<file path="src/rtl/pinbank_pkg.sv">
`timescale 1ns/1ps
package pinbank_pkg;
  localparam int BUS_W  = 32;
  localparam int ADDR_W = 12;

  typedef enum logic [2:0] {
    FN_CFG   = 3'd0,
    FN_OE    = 3'd1,
    FN_OUT   = 3'd2,
    FN_IN    = 3'd3,
    FN_STAT  = 3'd4,
    FN_IEN   = 3'd5,
    FN_ITYPE = 3'd6,
    FN_ICLR  = 3'd7
  } fn_e;

  typedef struct packed {
    logic       hit;
    logic       masked;
    fn_e        fn;
    logic [1:0] port;
  } dec_t;
endpackage

</file>
<file path="src/rtl/pinbank_sync.sv">
`timescale 1ns/1ps
module pinbank_sync #(
  parameter int W = 32
) (
  input  logic         clk,
  input  logic         rst_n,
  input  logic [W-1:0] d,
  output logic [W-1:0] q
);
  logic [W-1:0] meta_q;
  logic [W-1:0] sync_q;

  always_ff @(posedge clk or negedge rst_n) begin
    if (!rst_n) begin
      meta_q <= '0;
      sync_q <= '0;
    end else begin
      meta_q <= d;
      sync_q <= meta_q;
    end
  end

  assign q = sync_q;
endmodule

</file>
<file path="src/rtl/pinbank_decode.sv">
`timescale 1ns/1ps
module pinbank_decode
  import pinbank_pkg::*;
#(
  parameter int N_PORTS = 4
) (
  input  logic [ADDR_W-1:0] addr,
  output dec_t              dec
);
  logic aligned, bank_ok, port_ok, alias_ok;
  fn_e  fn;

  always_comb begin
    fn       = fn_e'(addr[6:4]);
    aligned  = (addr[1:0] == 2'b00);
    bank_ok  = (addr[10:7] == 4'h0);
    port_ok  = (32'(addr[3:2]) < N_PORTS);
    alias_ok = !addr[11] || !((fn == FN_IN) || (fn == FN_ICLR));
    dec.hit    = aligned && bank_ok && port_ok && alias_ok;
    dec.masked = addr[11];
    dec.fn     = fn;
    dec.port   = addr[3:2];
  end
endmodule

</file>
<file path="src/rtl/pinbank_port.sv">
`timescale 1ns/1ps
module pinbank_port
  import pinbank_pkg::*;
#(
  parameter int PORT_W = 8,
  localparam int TYPE_W = 3 * PORT_W
) (
  input  logic              clk,
  input  logic              rst_n,
  input  logic              wr,
  input  logic              masked,
  input  fn_e               fn,
  input  logic [TYPE_W-1:0] wdata,
  input  logic [PORT_W-1:0] evt,
  output logic [PORT_W-1:0] cfg_q,
  output logic [PORT_W-1:0] oe_q,
  output logic [PORT_W-1:0] out_q,
  output logic [PORT_W-1:0] ien_q,
  output logic [PORT_W-1:0] stat_q,
  output logic [TYPE_W-1:0] type_q
);
  logic [PORT_W-1:0] wr_val, wr_msk;
  logic [PORT_W-1:0] cfg_d, oe_d, out_d, ien_d, stat_d;
  logic [TYPE_W-1:0] type_d;
  logic cfg_en, oe_en, out_en, ien_en, type_en, stat_en;
  logic stat_wr, stat_clr;

  always_comb begin
    wr_val   = wdata[PORT_W-1:0];
    wr_msk   = masked ? wdata[2*PORT_W-1:PORT_W] : '1;
    cfg_en   = wr && (fn == FN_CFG);
    oe_en    = wr && (fn == FN_OE);
    out_en   = wr && (fn == FN_OUT);
    ien_en   = wr && (fn == FN_IEN);
    type_en  = wr && (fn == FN_ITYPE);
    stat_wr  = wr && (fn == FN_STAT);
    stat_clr = wr && (fn == FN_ICLR);
    stat_en  = stat_wr || stat_clr || (|evt);

    cfg_d = (cfg_q & ~wr_msk) | (wr_val & wr_msk);
    oe_d  = (oe_q  & ~wr_msk) | (wr_val & wr_msk);
    out_d = (out_q & ~wr_msk) | (wr_val & wr_msk);
    ien_d = (ien_q & ~wr_msk) | (wr_val & wr_msk);
    if (masked)
      type_d = {type_q[TYPE_W-1:PORT_W],
                (type_q[PORT_W-1:0] & ~wr_msk) | (wr_val & wr_msk)};
    else
      type_d = wdata;

    stat_d = stat_q;
    if (stat_wr)  stat_d = (stat_q & ~wr_msk) | (wr_val & wr_msk);
    if (stat_clr) stat_d = stat_d & ~wr_val;
    stat_d = stat_d | evt;
  end

  always_ff @(posedge clk or negedge rst_n) begin
    if (!rst_n) cfg_q <= '0;
    else if (cfg_en) cfg_q <= cfg_d;
  end

  always_ff @(posedge clk or negedge rst_n) begin
    if (!rst_n) oe_q <= '0;
    else if (oe_en) oe_q <= oe_d;
  end

  always_ff @(posedge clk or negedge rst_n) begin
    if (!rst_n) out_q <= '0;
    else if (out_en) out_q <= out_d;
  end

  always_ff @(posedge clk or negedge rst_n) begin
    if (!rst_n) ien_q <= '0;
    else if (ien_en) ien_q <= ien_d;
  end

  always_ff @(posedge clk or negedge rst_n) begin
    if (!rst_n) type_q <= '0;
    else if (type_en) type_q <= type_d;
  end

  always_ff @(posedge clk or negedge rst_n) begin
    if (!rst_n) stat_q <= '0;
    else if (stat_en) stat_q <= stat_d;
  end
endmodule

</file>
<file path="src/rtl/pinbank_regfile.sv">
`timescale 1ns/1ps
module pinbank_regfile
  import pinbank_pkg::*;
#(
  parameter int N_PORTS = 4,
  parameter int PORT_W  = 8,
  localparam int N_PINS = N_PORTS * PORT_W,
  localparam int TYPE_W = 3 * PORT_W
) (
  input  logic                      clk,
  input  logic                      rst_n,
  input  logic [ADDR_W-1:0]         bus_addr,
  input  logic                      bus_we,
  input  logic [BUS_W-1:0]          bus_wdata,
  output logic [BUS_W-1:0]          bus_rdata,
  input  logic [N_PINS-1:0]         pin_in,
  output logic [N_PINS-1:0]         pin_out,
  output logic [N_PINS-1:0]         pin_oe,
  output logic [N_PINS-1:0]         pin_level,
  input  logic [N_PINS-1:0]         evt_in,
  output logic [N_PINS-1:0]         irq_en_o,
  output logic [N_PORTS*TYPE_W-1:0] irq_type_o,
  output logic [N_PINS-1:0]         irq_stat_o
);
  logic rst_meta_q, rst_sync_n;
  dec_t dec;
  logic [BUS_W-1:0] rdata_d, rdata_q;

  logic [PORT_W-1:0] cfg_a  [N_PORTS];
  logic [PORT_W-1:0] oe_a   [N_PORTS];
  logic [PORT_W-1:0] out_a  [N_PORTS];
  logic [PORT_W-1:0] ien_a  [N_PORTS];
  logic [PORT_W-1:0] stat_a [N_PORTS];
  logic [PORT_W-1:0] lvl_a  [N_PORTS];
  logic [TYPE_W-1:0] type_a [N_PORTS];

  always_ff @(posedge clk or negedge rst_n) begin
    if (!rst_n) begin
      rst_meta_q <= 1'b0;
      rst_sync_n <= 1'b0;
    end else begin
      rst_meta_q <= 1'b1;
      rst_sync_n <= rst_meta_q;
    end
  end

  pinbank_decode #(.N_PORTS(N_PORTS)) u_dec (.addr(bus_addr), .dec(dec));

  pinbank_sync #(.W(N_PINS)) u_sync (
    .clk(clk), .rst_n(rst_sync_n), .d(pin_in), .q(pin_level)
  );

  generate
    if (BUS_W > TYPE_W) begin : g_spare
      logic wdata_unused;
      assign wdata_unused = ^bus_wdata[BUS_W-1:TYPE_W];
    end
    for (genvar p = 0; p < N_PORTS; p++) begin : g_port
      logic wr_p;
      assign wr_p = bus_we && dec.hit && (32'(dec.port) == p);

      pinbank_port #(.PORT_W(PORT_W)) u_port (
        .clk(clk), .rst_n(rst_sync_n),
        .wr(wr_p), .masked(dec.masked), .fn(dec.fn),
        .wdata(bus_wdata[TYPE_W-1:0]),
        .evt(evt_in[p*PORT_W +: PORT_W]),
        .cfg_q(cfg_a[p]), .oe_q(oe_a[p]), .out_q(out_a[p]),
        .ien_q(ien_a[p]), .stat_q(stat_a[p]), .type_q(type_a[p])
      );

      assign lvl_a[p]                        = pin_level[p*PORT_W +: PORT_W];
      assign pin_out[p*PORT_W +: PORT_W]     = out_a[p];
      assign pin_oe[p*PORT_W +: PORT_W]      = cfg_a[p] & oe_a[p];
      assign irq_en_o[p*PORT_W +: PORT_W]    = ien_a[p];
      assign irq_stat_o[p*PORT_W +: PORT_W]  = stat_a[p];
      assign irq_type_o[p*TYPE_W +: TYPE_W]  = type_a[p];
    end
  endgenerate

  always_comb begin
    rdata_d = '0;
    if (dec.hit && !dec.masked) begin
      case (dec.fn)
        FN_CFG:   rdata_d = BUS_W'(cfg_a[dec.port]);
        FN_OE:    rdata_d = BUS_W'(oe_a[dec.port]);
        FN_OUT:   rdata_d = BUS_W'(out_a[dec.port]);
        FN_IN:    rdata_d = BUS_W'(lvl_a[dec.port]);
        FN_STAT:  rdata_d = BUS_W'(stat_a[dec.port]);
        FN_IEN:   rdata_d = BUS_W'(ien_a[dec.port]);
        FN_ITYPE: rdata_d = BUS_W'(type_a[dec.port]);
        default:  rdata_d = '0;
      endcase
    end
  end

  always_ff @(posedge clk or negedge rst_sync_n) begin
    if (!rst_sync_n) rdata_q <= '0;
    else rdata_q <= rdata_d;
  end

  assign bus_rdata = rdata_q;
endmodule

</file>
<file path="config.mk">
export PLATFORM = sky130hd
export DESIGN_NAME = pinbank_regfile
export DESIGN_NICKNAME = d
export VERILOG_FILES = /design/src/rtl/pinbank_pkg.sv /design/src/rtl/pinbank_sync.sv /design/src/rtl/pinbank_decode.sv /design/src/rtl/pinbank_port.sv /design/src/rtl/pinbank_regfile.sv
export SDC_FILE = /design/constraint.sdc
export NUM_CORES = 1
export LEC_CHECK = 0
export ABC_AREA = 0
export ABC_CLOCK_PERIOD_IN_PS = 12960
export BUFFER_PORTS_ARGS = -buffer_cell sky130_fd_sc_hd__buf_2
export CAP_MARGIN = 20
export CORE_MARGIN = 5
export CORE_UTILIZATION = 54
export CTS_CLUSTER_SIZE = 30
export DETAILED_ROUTE_END_ITERATION = 8
export GPL_ROUTABILITY_DRIVEN = 0
export HOLD_SLACK_MARGIN = 0.05
export PLACE_DENSITY_LB_ADDON = 0.15
export SKIP_LAST_GASP = 1
export SLEW_MARGIN = 15
export SYNTH_ARGS = -nofsm -noshare
export SYNTH_HDL_FRONTEND = slang
export SYNTH_SLANG_ARGS = --single-unit
</file>
<file path="constraint.sdc">
create_clock -name clk -period 12.96 [get_ports clk]
set_clock_uncertainty 0.15 [all_clocks]
set_input_delay 1.296 -clock clk [delete_from_list [all_inputs] [get_ports clk]]
set_output_delay 1.296 -clock clk [all_outputs]
set_load 0.02 [all_outputs]
</file>
* Yosys cells after proc, flatten, opt, wreduce, memory -nomap -nowiden *
Cells that the tools add are included.

operators by class
  add/sub/neg operators = 0
  multiply operators = 0
  divide/modulo/power cells = 0
  order comparisons = 1
  equality and inequality tests = 10
  shift operators = 0
  muxes and demuxes = 36
  bitwise gates (word level) = 65
  reductions and logical operators = 60

operator list
  kind                                                                   number
  8-bit AND                                                              33
  8-bit OR                                                               28
  8-bit 2-to-1 mux                                                       25
  24-bit one-hot mux with 7 select lines                                 1
  8-bit binary-select mux with 2-bit select                              6
  24-bit binary-select mux with 2-bit select                             1
  24-bit 2-to-1 mux                                                      2
  1-bit logical AND                                                      36
  32-bit 2-to-1 mux                                                      1
  8-bit OR reduction                                                     4
  8-bit NOT                                                              2
  3-bit equality test, second input constant                             4
  1-bit logical OR                                                       10
  2-bit AND reduction                                                    4
  3-bit by 2-bit equality test with 1-bit output, second input constant  2
  2-bit equality test, second input constant                             2
  2-bit zero test                                                        2
  4-bit zero test                                                        1
  3-bit by 1-bit equality test with 1-bit output, second input constant  1
  3-bit >= comparator, second input constant                             1
  3-bit zero test                                                        1
  2-bit NOT with 3-bit output                                            1
  2-bit by 1-bit equality test with 1-bit output, second input constant  1
  1-bit zero test                                                        2
  1-bit NOT                                                              1

word-level totals
  register bits after elaboration = 354
  latch bits = 0
  memory bits (writable) = 0
  ROM bits = 0
  input bits = 111
  output and inout bits = 288
  word-level logic and storage cells = 205
  memories kept = 0

* Depth between registers and ports, before layout *
Gate-level depths: netlist of run 1.

  depth in word-level cells = 12
  gate-level depth with buffers = 7
  mapped depth without buffers = 4

* By module *
Synthesis of run 1 repeated with hierarchy kept, for this count alone.

unflattened totals
  cells, all modules = 1,344
  area total of the unflattened synthesis = 16,956.3 µm²

by module, submodules not included
  module           instances  cells each  area an instance (µm²)  sequential area each (µm²)
  pinbank_port     4          228         2,946.6                 1,601.5
  pinbank_regfile  1          359         3,497.1                 650.6
  pinbank_sync     1          64          1,601.5                 1,601.5
  pinbank_decode   1          9           71.3                    0.0

* Least setup slack after synthesis of run 1 *
OpenSTA, ideal clock, no wires.

  path type = input port to flip-flop
  from = input port bus_addr[2]
  to = register rdata_q[13] (netlist: bus_rdata[13])
  setup time = 0.132 ns
  data arrival time = 2.952 ns
  data required time = 12.678 ns
  path slack = 9.726 ns
  cell stages on the path = 6
  buffers on the path = 4
  path through = buf_2 -> buf_2 -> buf_2 -> buf_2 -> mux4_2 -> nor2b_1

on the way
  longest elaborated chain between the ends = 6

ends and longest elaborated chain
  item                                                  line                   source
  start: declaration                                    pinbank_regfile.sv:12  input logic [ADDR_W-1:0] bus_addr,
  2-bit NOT with 3-bit output (implied by the code)     pinbank_regfile.sv:90  FN_ITYPE: rdata_d = BUS_W'(type_a[dec.port]);
  24-bit binary-select mux with 2-bit select            pinbank_regfile.sv:90
  24-bit 2-to-1 mux (implied by the code) (2 in a row)  pinbank_regfile.sv:90
  24-bit one-hot mux with 7 select lines                pinbank_regfile.sv:83  case (dec.fn)
  32-bit 2-to-1 mux                                     pinbank_regfile.sv:82  if (dec.hit && !dec.masked) begin
  named net rdata_d[13]                                 pinbank_regfile.sv:27  logic [BUS_W-1:0] rdata_d, rdata_q;
  end signal: assignment                                pinbank_regfile.sv:98  else rdata_q <= rdata_d;
  end: declaration                                      pinbank_regfile.sv:27

The timed path passes the listed nets, and every way through them passes these cells. The select of a mux whose other input is x is not followed.
A chain may end at the register's enable or synchronous reset.

* Worst setup path after layout of run 1 *
  from = input port bus_addr[3]
  to = register g_port[3].u_port.stat_q[4]

on the way
  longest elaborated chain between the ends = 7
  elaborated cells between the ends (all ways) = 10
  classes of those cells = eq/ne (1); mux (2); bitwise (2); reduce/logical (5)

ends and longest elaborated chain
  item                    line                   source
  2-bit equality test *   pinbank_regfile.sv:60  assign wr_p = bus_we && dec.hit && (32'(dec.port) == p);
  1-bit logical AND *     pinbank_regfile.sv:60
  1-bit logical AND       pinbank_port.sv:36     stat_wr = wr && (fn == FN_STAT);
  8-bit 2-to-1 mux        pinbank_port.sv:51     if (stat_wr) stat_d = (stat_q & ~wr_msk) | (wr_val & wr_msk);
  8-bit AND               pinbank_port.sv:52     if (stat_clr) stat_d = stat_d & ~wr_val;
  8-bit 2-to-1 mux        pinbank_port.sv:52
  8-bit OR                pinbank_port.sv:53     stat_d = stat_d | evt;
  end signal: assignment  pinbank_port.sv:83     else if (stat_en) stat_q <= stat_d;
  end: declaration        pinbank_port.sv:19     output logic [PORT_W-1:0] stat_q,

Every way passes the cells marked *; elsewhere a longest branch is shown, timed or not.

==> results of run 1 <==
area by class of cell:
type,instances,area share [%]
flip-flops and latches,346,44.3
inverters,1,0.0192
multi-input cells,764,35.8
diodes,1,0.0128
clock buffers,48,5.31
repair buffers,407,11.0
clock inverters,18,1.01
well taps,390,2.50
synthesized netlist by cell type (2+ instances only):
| library cell | number |
|---|---|
| a21o_1 | 5 |
| a22oi_1 | 16 |
| a31o_1 | 2 |
| a31o_2 | 33 |
| a31oi_1 | 7 |
| and2_1 | 35 |
| and3b_1 | 2 |
| buf_1 | 17 |
| buf_2 | 13 |
| buf_4 | 8 |
| buf_6 | 4 |
| clkbuf_1 | 86 |
| conb_1 | 2 |
| dfrtp_1 | 346 |
| mux2_2 | 224 |
| mux2i_1 | 12 |
| mux4_2 | 66 |
| nand2_1 | 13 |
| nand2_2 | 4 |
| nand3_1 | 31 |
| nand3b_1 | 5 |
| nand4_1 | 9 |
| nor2_1 | 3 |
| nor2b_1 | 33 |
| nor3_1 | 161 |
| nor3b_1 | 2 |
| nor4_4 | 3 |
| o21ai_0 | 4 |
| o21bai_1 | 32 |
| o221ai_1 | 3 |
| o22ai_1 | 3 |
| or3_1 | 34 |
stage by stage:
stage                     std cells  cell area (sq um)  power (mW)  setup slack (ns)  utilization, %
after global placement         1905              18200        1.27              8.45            61.6
after global routing           1974              19500        2.41              8.75            66.1
after floorplan                1239              16200        1.21              2.45               -
final                          1975              19500        2.33              8.84            66.1
after detailed placement       1906              18200        1.27              8.39            61.7
after CTS                      1972              19500        2.34              8.91            65.9
worst reg2reg max path, delay by kind of cell, from the launching register on:
kind	cells	cell delay, ns
flip-flops	1	0.77
buffers and inverters	3	1.96
report_power, final:
| part | switching [mW] | internal [mW] |
|---|---|---|
| combinational | 0.109 | 0.0439 |
| clock | 0.440 | 0.629 |
| sequential | 0.00930 | 1.09 |
| total | 0.558 | 1.77 |
logic make-up (layout without fill, tap and decap cells):
logic type | count (synthesis) | count (layout)
AO/OA/AOI/OAI | 108 | 108
buffers and inverters | 129 | 474
flip-flops | 346 | 346
multiplexers | 302 | 302
other | 2 | 10
AND/OR/NAND/NOR | 345 | 345
routing by layer:
metal,vias up,track usage [%]
met5,-,0
met4,0,9.74
met3,108,8.33
met2,564,46.4
met1,6262,39.6
li1,5188,-
worst paths after layout:
check / start / end / slack [ns] / cells past startpoint
worst max register to register: rst_sync_n / async pin / 10.03 / 3
max in group asynchronous: rst_sync_n / async pin / 10.03 / 3
worst min-delay path: rst_sync_n / u_sync.meta_q[10] / 0.17 / 0
worst max-delay path: bus_addr[3] / g_port[3].u_port.stat_q[4] / 8.84 / 6
worst min register to register: rst_sync_n / u_sync.meta_q[10] / 0.17 / 0
min in group clk: u_sync.meta_q[19] / u_sync.q[19] / 0.20 / 0
cell usage in the layout, fill, tap and decap left out, types with 4 or more instances in the layout:
cell,n
buf_4,23
nor2b_4,4
conb_1,9
o21ai_0,4
or3_1,34
nand2_2,4
dfrtp_1,345
a31oi_1,7
and2_1,35
nor3_1,161
a22oi_1,16
clkbuf_1,4
clkbuf_8,7
nand3_1,31
clkinv_2,10
mux2_2,224
a31o_2,33
o21bai_1,32
clkbuf_16,37
nand2_1,13
buf_2,380
nand4_1,9
nand3b_1,5
a21o_1,5
nor2b_1,25
mux2i_1,12
mux4_2,66
nor2b_2,4
==> summary.txt, run 1 <==
Logic synthesis
  • Synth Area in Adders: 0%
  • Xor and xnor area share after synthesis: 0%
  • Avg Inst Size Synth: 13.1 sq um
  • Mapped Area: 16,200 sq um
  • Combinational family with the most area after synthesis: multiplexers
  • Largest area contributor in the netlist: dfrtp_1
  • FF+latch count, synth: 346
  • Unique masters post-synth: 46
  • Post-synthesis sequential area ratio: 53.6%
  • Warnings from Yosys: 0
  • Post-synth EDFFs: 0
  • Asr flop ratio synth: 100%
  • Primary FF master, synth: dfrtp_1
  • Post-synthesis mux area share: 25.6%
  • Synth Area in Compound Gates: 5.18%
  • Yosys top cell area share: 53.6%
  • Post-Synth Simple-Gate Area: 12.1%
  • Synth area leaders: dfrtp_1 (54%), mux2_2 (16%), mux4_2 (9.2%)
  • Mapped Cells: 1,232

Global route
  • Congestion Overflow GR: 0
  • Total GRT Usage: 29.3%
  • Initial antenna violation count: 0
  • Vias in the first global route: 12,700
  • First-pass GRT wire length: 76.5 mm
  • Pin count of the biggest net entering global routing: 89

Die
  • Die area: 33,500 sq um
  • Die W: 183 microns
  • Core Box Area: 29,600 sq um
  • Chip Height: 183 microns
  • IO Pins: 399
  • Initial Util: 54.6%
  • Num rows: 63

Power and ir drop
  • Power density over cell area: 119 nW/um^2
  • Leakage: 9.30 nW
  • Worst vdd ir: 0.000107 V

Routing
  • Avg WL per Cell: 25.1 microns
  • Drt first pass iters: 5
  • Vias: 12,100
  • Number of DRC markers in iteration 0: 810
  • Met1 wire length: 19.8 mm
  • Total Wirelength: 49.5 mm
  • Routed Antenna Nets: 0
  • Uppermost layer routed: met4
  • WL met3: 4.92 mm
  • Vias per std cell: 6.14
  • DRC Markers: 0
  • Wire length on met2: 23.3 mm

Setup path
  • Slowest cell on the critical path: buf_4
  • CP Data Arrival Time: 4.38 ns
  • Sum of buffers and inverters on the critical path: 2
  • Worst path required time: 13.22 ns
  • Startpoint Class: input port
  • Worst Setup Path Type: input port to flop
  • Max FO, Critical Path: 49
  • CP Capture Type: flop
  • Max incr delay on CP: 0.78 ns
  • Cell family with the largest share of critical-path delay: simple AND/OR/NAND/NOR gates
  • Crit path cell chain: buf_4 -> buf_4 -> and2_1 -> nand4_1 -> or3_1 -> a31o_2
  • Worst path most repeated cell: buf_4

Clock tree
  • CTS root buffer: clkbuf_16
  • Post-CTS Resized: 0
  • # clock sinks: 346
  • Post-CTS Setup Inserts: 0
  • Reg clk slew, reported paths: 0.06 ns
  • # hold bufs at CTS: 0
  • Clk buf depth: 3
  • Clk_lat worst skew: 0.52 ns
  • CTS buffer count: 37
  • H-tree depth: 2
  • TritonCTS clock tree: built

Final layout
  • Area delta synth->final: 20.9%
  • Share of cells above drive strength 1: 51.4%
  • Nets: 1,668
  • FF+latch area: 8660 sq um
  • FILL cells: 2,267
  • Multi-input gate area: 7000 sq um

STA
  • Max Slew Vio Count: 0
  • Setup TNS: 0 ns
  • Setup-failing EPs final: 0
  • RSZ-0062 raised after global routing: false
  • Final Hold Viols: 0
  • Tmin final: 4.12 ns
  • Slew Limit Headroom: 26.3%
  • Worst Tran Pin Value: 1.10 ns
  • Fmax: 242 MHz
  • Final period utilization: 31.8%
  • WHS: 0.168 ns

Run status
  • Run status: finished, final reports clean

Hold path
  • HP Class: flop to async pin

Placed design
  • # port buffers: 382
  • Hpwl dp: 32.2 mm

Run
  • Total of max-cap violations: 0
No activity file was read; power rests on OpenSTA's default activity.
==> run 2, diff against run 1 <==
ABC_CLOCK_PERIOD_IN_PS = 3600   (was 12960)
CORE_UTILIZATION = 49   (was 54)
clock period = 3.6 ns   (was 12.96 ns; I/O delays follow)
==> summary.txt, run 2 (synthesis results as in run 1) <==
STA
  • Fmax: 411 MHz
  • Setup-failing EPs final: 0 (unchanged)
  • Max Slew Vio Count: 0 (unchanged)
  • RSZ-0062 raised after global routing: false
  • Worst Tran Pin Value: 1.10 ns (+0.00205 ns)
  • Final Hold Viols: 0 (unchanged)
  • Post-route setup slack: 1.17 ns (-7.67 ns)
  • WHS: 0.196 ns (+0.0286 ns)
  • Setup TNS: 0 ns (unchanged)
  • Final period utilization: 67.6%
  • Tmin final: 2.43 ns
  • Slew Limit Headroom: 26.8% (+0.47 points)

Clock tree
  • Clk_lat worst skew: 0.51 ns (about the same)
  • # clock sinks: 346 (unchanged)
  • TritonCTS clock tree: built
  • Clk buf depth: 3 (unchanged)
  • H-tree depth: 2 (unchanged)
  • Reg clk slew, reported paths: 0.06 ns (about the same)
  • CTS buffer count: 38 (+2.7%)
  • CTS root buffer: clkbuf_16
  • Post-CTS Resized: 0 (unchanged)

Power and ir drop
  • Cell internal pwr: 6.67 mW (+280%)
  • Sequential Power Share: 46.0% (-1.5 points)
  • Clock Power Share: 46.8% (+0.8 points)
  • Power density over cell area: 419 nW/um^2 (+250%)
  • Psw: 1.99 mW (+260%)
  • Gate power share: 7.2% (+0.6 points)
  • Worst vdd ir: 0.000479 V (+350%)
  • Sw frac: 23.0% (-0.97 points)
  • Leakage: 9.76 nW (+5.0%)

Hold path
  • Hold-critical path endpoint: u_sync.q[7]
  • Hold path depth: 0
  • HP Class: flop to flop
  • HP Start: u_sync.meta_q[7]

Routing
  • Routed Antenna Nets: 0 (unchanged)
  • Drt first pass iters: 5 (unchanged)
  • Avg WL per Cell: 23.9 microns (-4.6%)
  • Number of DRC markers in iteration 0: 778 (-4.0%)
  • DRC Markers: 0 (unchanged)
  • Vias: 12,200 (+0.80%)
  • Total Wirelength: 50.9 mm (+2.7%)
  • Vias per std cell: 5.75 (-6.4%)

Global route
  • First-pass GRT wire length: 78.1 mm (+2.0%)
  • Congestion Overflow GR: 0 (unchanged)
  • Total GRT Usage: 27.6% (-1.7 points)
  • Vias in the first global route: 12,900 (+1.5%)
  • Pin count of the biggest net entering global routing: 63 (-29%)
  • Initial antenna violation count: 1 (+1)

Die
  • Chip Height: 192 microns (+4.7%)
  • Core Box Area: 32,500 sq um (+10%)
  • IO Pins: 399 (unchanged)
  • Die W: 192 microns (+4.7%)
  • Die area: 36,700 sq um (+9.6%)
  • Num rows: 66 (+4.8%)
  • Initial Util: 49.6% (-5.0 points)

Final layout
  • Share of cells above drive strength 1: 49.4% (-2.0 points)
  • Nets: 1,769 (+6.1%)
  • Most common cell after layout, fill and taps aside: buf_2
  • Multi-input gate area: 6980 sq um (-0.29%)
  • Area delta synth->final: 27.8%
  • FF+latch area: 8660 sq um (unchanged)
  • Fin area: 20,600 sq um (+5.7%)
  • Commonest non-fill, non-tap cells in the layout: buf_2 (380), dfrtp_1 (345), mux2_2 (224)
  • Post-layout util: 63.5% (-2.6 points)
  • FILL cells: 2,552 (+13%)

Setup path
  • Max FO, Critical Path: 50 (+2.0%)
  • CP Data Arrival Time: 2.68 ns (-1.70 ns)
  • Worst R2R Setup Slack: 1.92 ns (-8.11 ns)
  • Cells on worst reg2reg path: 4 (+1)
  • Critical R2R Capture: bus_rdata[2]
  • Worst path required time: 3.85 ns (-9.37 ns)
  • Worst r2r src: u_sync.q[26]
  • CP Capture Type: flop
  • Startpoint Class: input port
  • Worst Setup Path Type: input port to flop

Placed design
  • Setup WS pre-CTS: 0.643 ns (-7.75 ns)
  • # port buffers: 382 (unchanged)
  • Placed Instance Area: 18,500 sq um (+1.5%)
  • Hpwl dp: 33.8 mm (+5.1%)

Run
  • Total of max-cap violations: 0 (unchanged)

Run status
  • Run status: finished, final reports clean
run 2: changes by cell type in the layout (fill, tap and decap cells not counted), moves of 3 or more:
cell / before / now
nor2b_2: 4 / 8
dlygate4sd3_1: 0 / 82
clkinv_2: 10 / 7
nor2b_4: 4 / 0
buf_12: 0 / 6
buf_4: 23 / 38
clkbuf_8: 7 / 10
run 2: timing repair:
item / 4_1_cts / 5_1_grt
endpoints found under the hold margin: 130 / 0
hold buffers: 82 / 0
setup buffers: 0 / 0
run 2: how the worst max path moves through the flow:
stage | depth (start not counted) | slack, ns | from | to
after floorplan | 0 | 0.03 | rst_sync_n | async pin
after global placement | 5 | 0.69 | bus_addr[3] | g_port[0].u_port.stat_q[6]
after detailed placement | 5 | 0.64 | bus_addr[3] | g_port[0].u_port.stat_q[4]
after CTS | 5 | 1.17 | bus_addr[3] | g_port[0].u_port.stat_q[0]
after global routing | 5 | 0.99 | bus_addr[3] | g_port[0].u_port.stat_q[4]
final | 5 | 1.17 | bus_addr[3] | g_port[0].u_port.stat_q[0]
run 2: power by group through the flow:
| stage | sequential [mW] | clock, mW | combinational, mW |
|---|---|---|---|
| 3_5_place_dp | 4.05 | 0 | 0.556 |
| 2_1_floorplan | 4.12 | 0 | 0.239 |
| 4_1_cts | 3.98 | 4.14 | 0.628 |
| 6_report | 3.98 | 4.05 | 0.626 |
| 3_3_place_gp | 4.05 | 0 | 0.553 |
| 5_1_grt | 3.99 | 4.31 | 0.675 |
run 2: metrics by stage:
step / total power [mW] / instances
2_1_floorplan: 4.36 / 1239
3_3_place_gp: 4.60 / 1978
3_5_place_dp: 4.61 / 1978
4_1_cts: 8.75 / 2125
5_1_grt: 8.97 / 2125
6_report: 8.66 / 2126
run 2: per-layer routing:
layer  part of all wire [%]  GRT usage [%]
met4                    2.3           7.07
met5                      0              0
met3                    8.8           7.72
met1                     41           36.6
met2                     48           45.3
run 2: area by class of cell:
cell class                      count  area share [%]
Multi-Input combinational cell    764            33.8
Clock buffer                       51            5.33
Inverter                            1          0.0182
Sequential cell                   346            42.0
Antenna cell                        1          0.0121
Timing Repair Buffer              507            15.2
Tap cell                          442            2.68
Clock inverter                     14            1.01
run 2: critical path, cell delays in order:
cell and delay (ns):
buf_4 0.34, nor2_2 0.54, nand4_1 0.65, or3_1 0.56, a31o_2 0.20
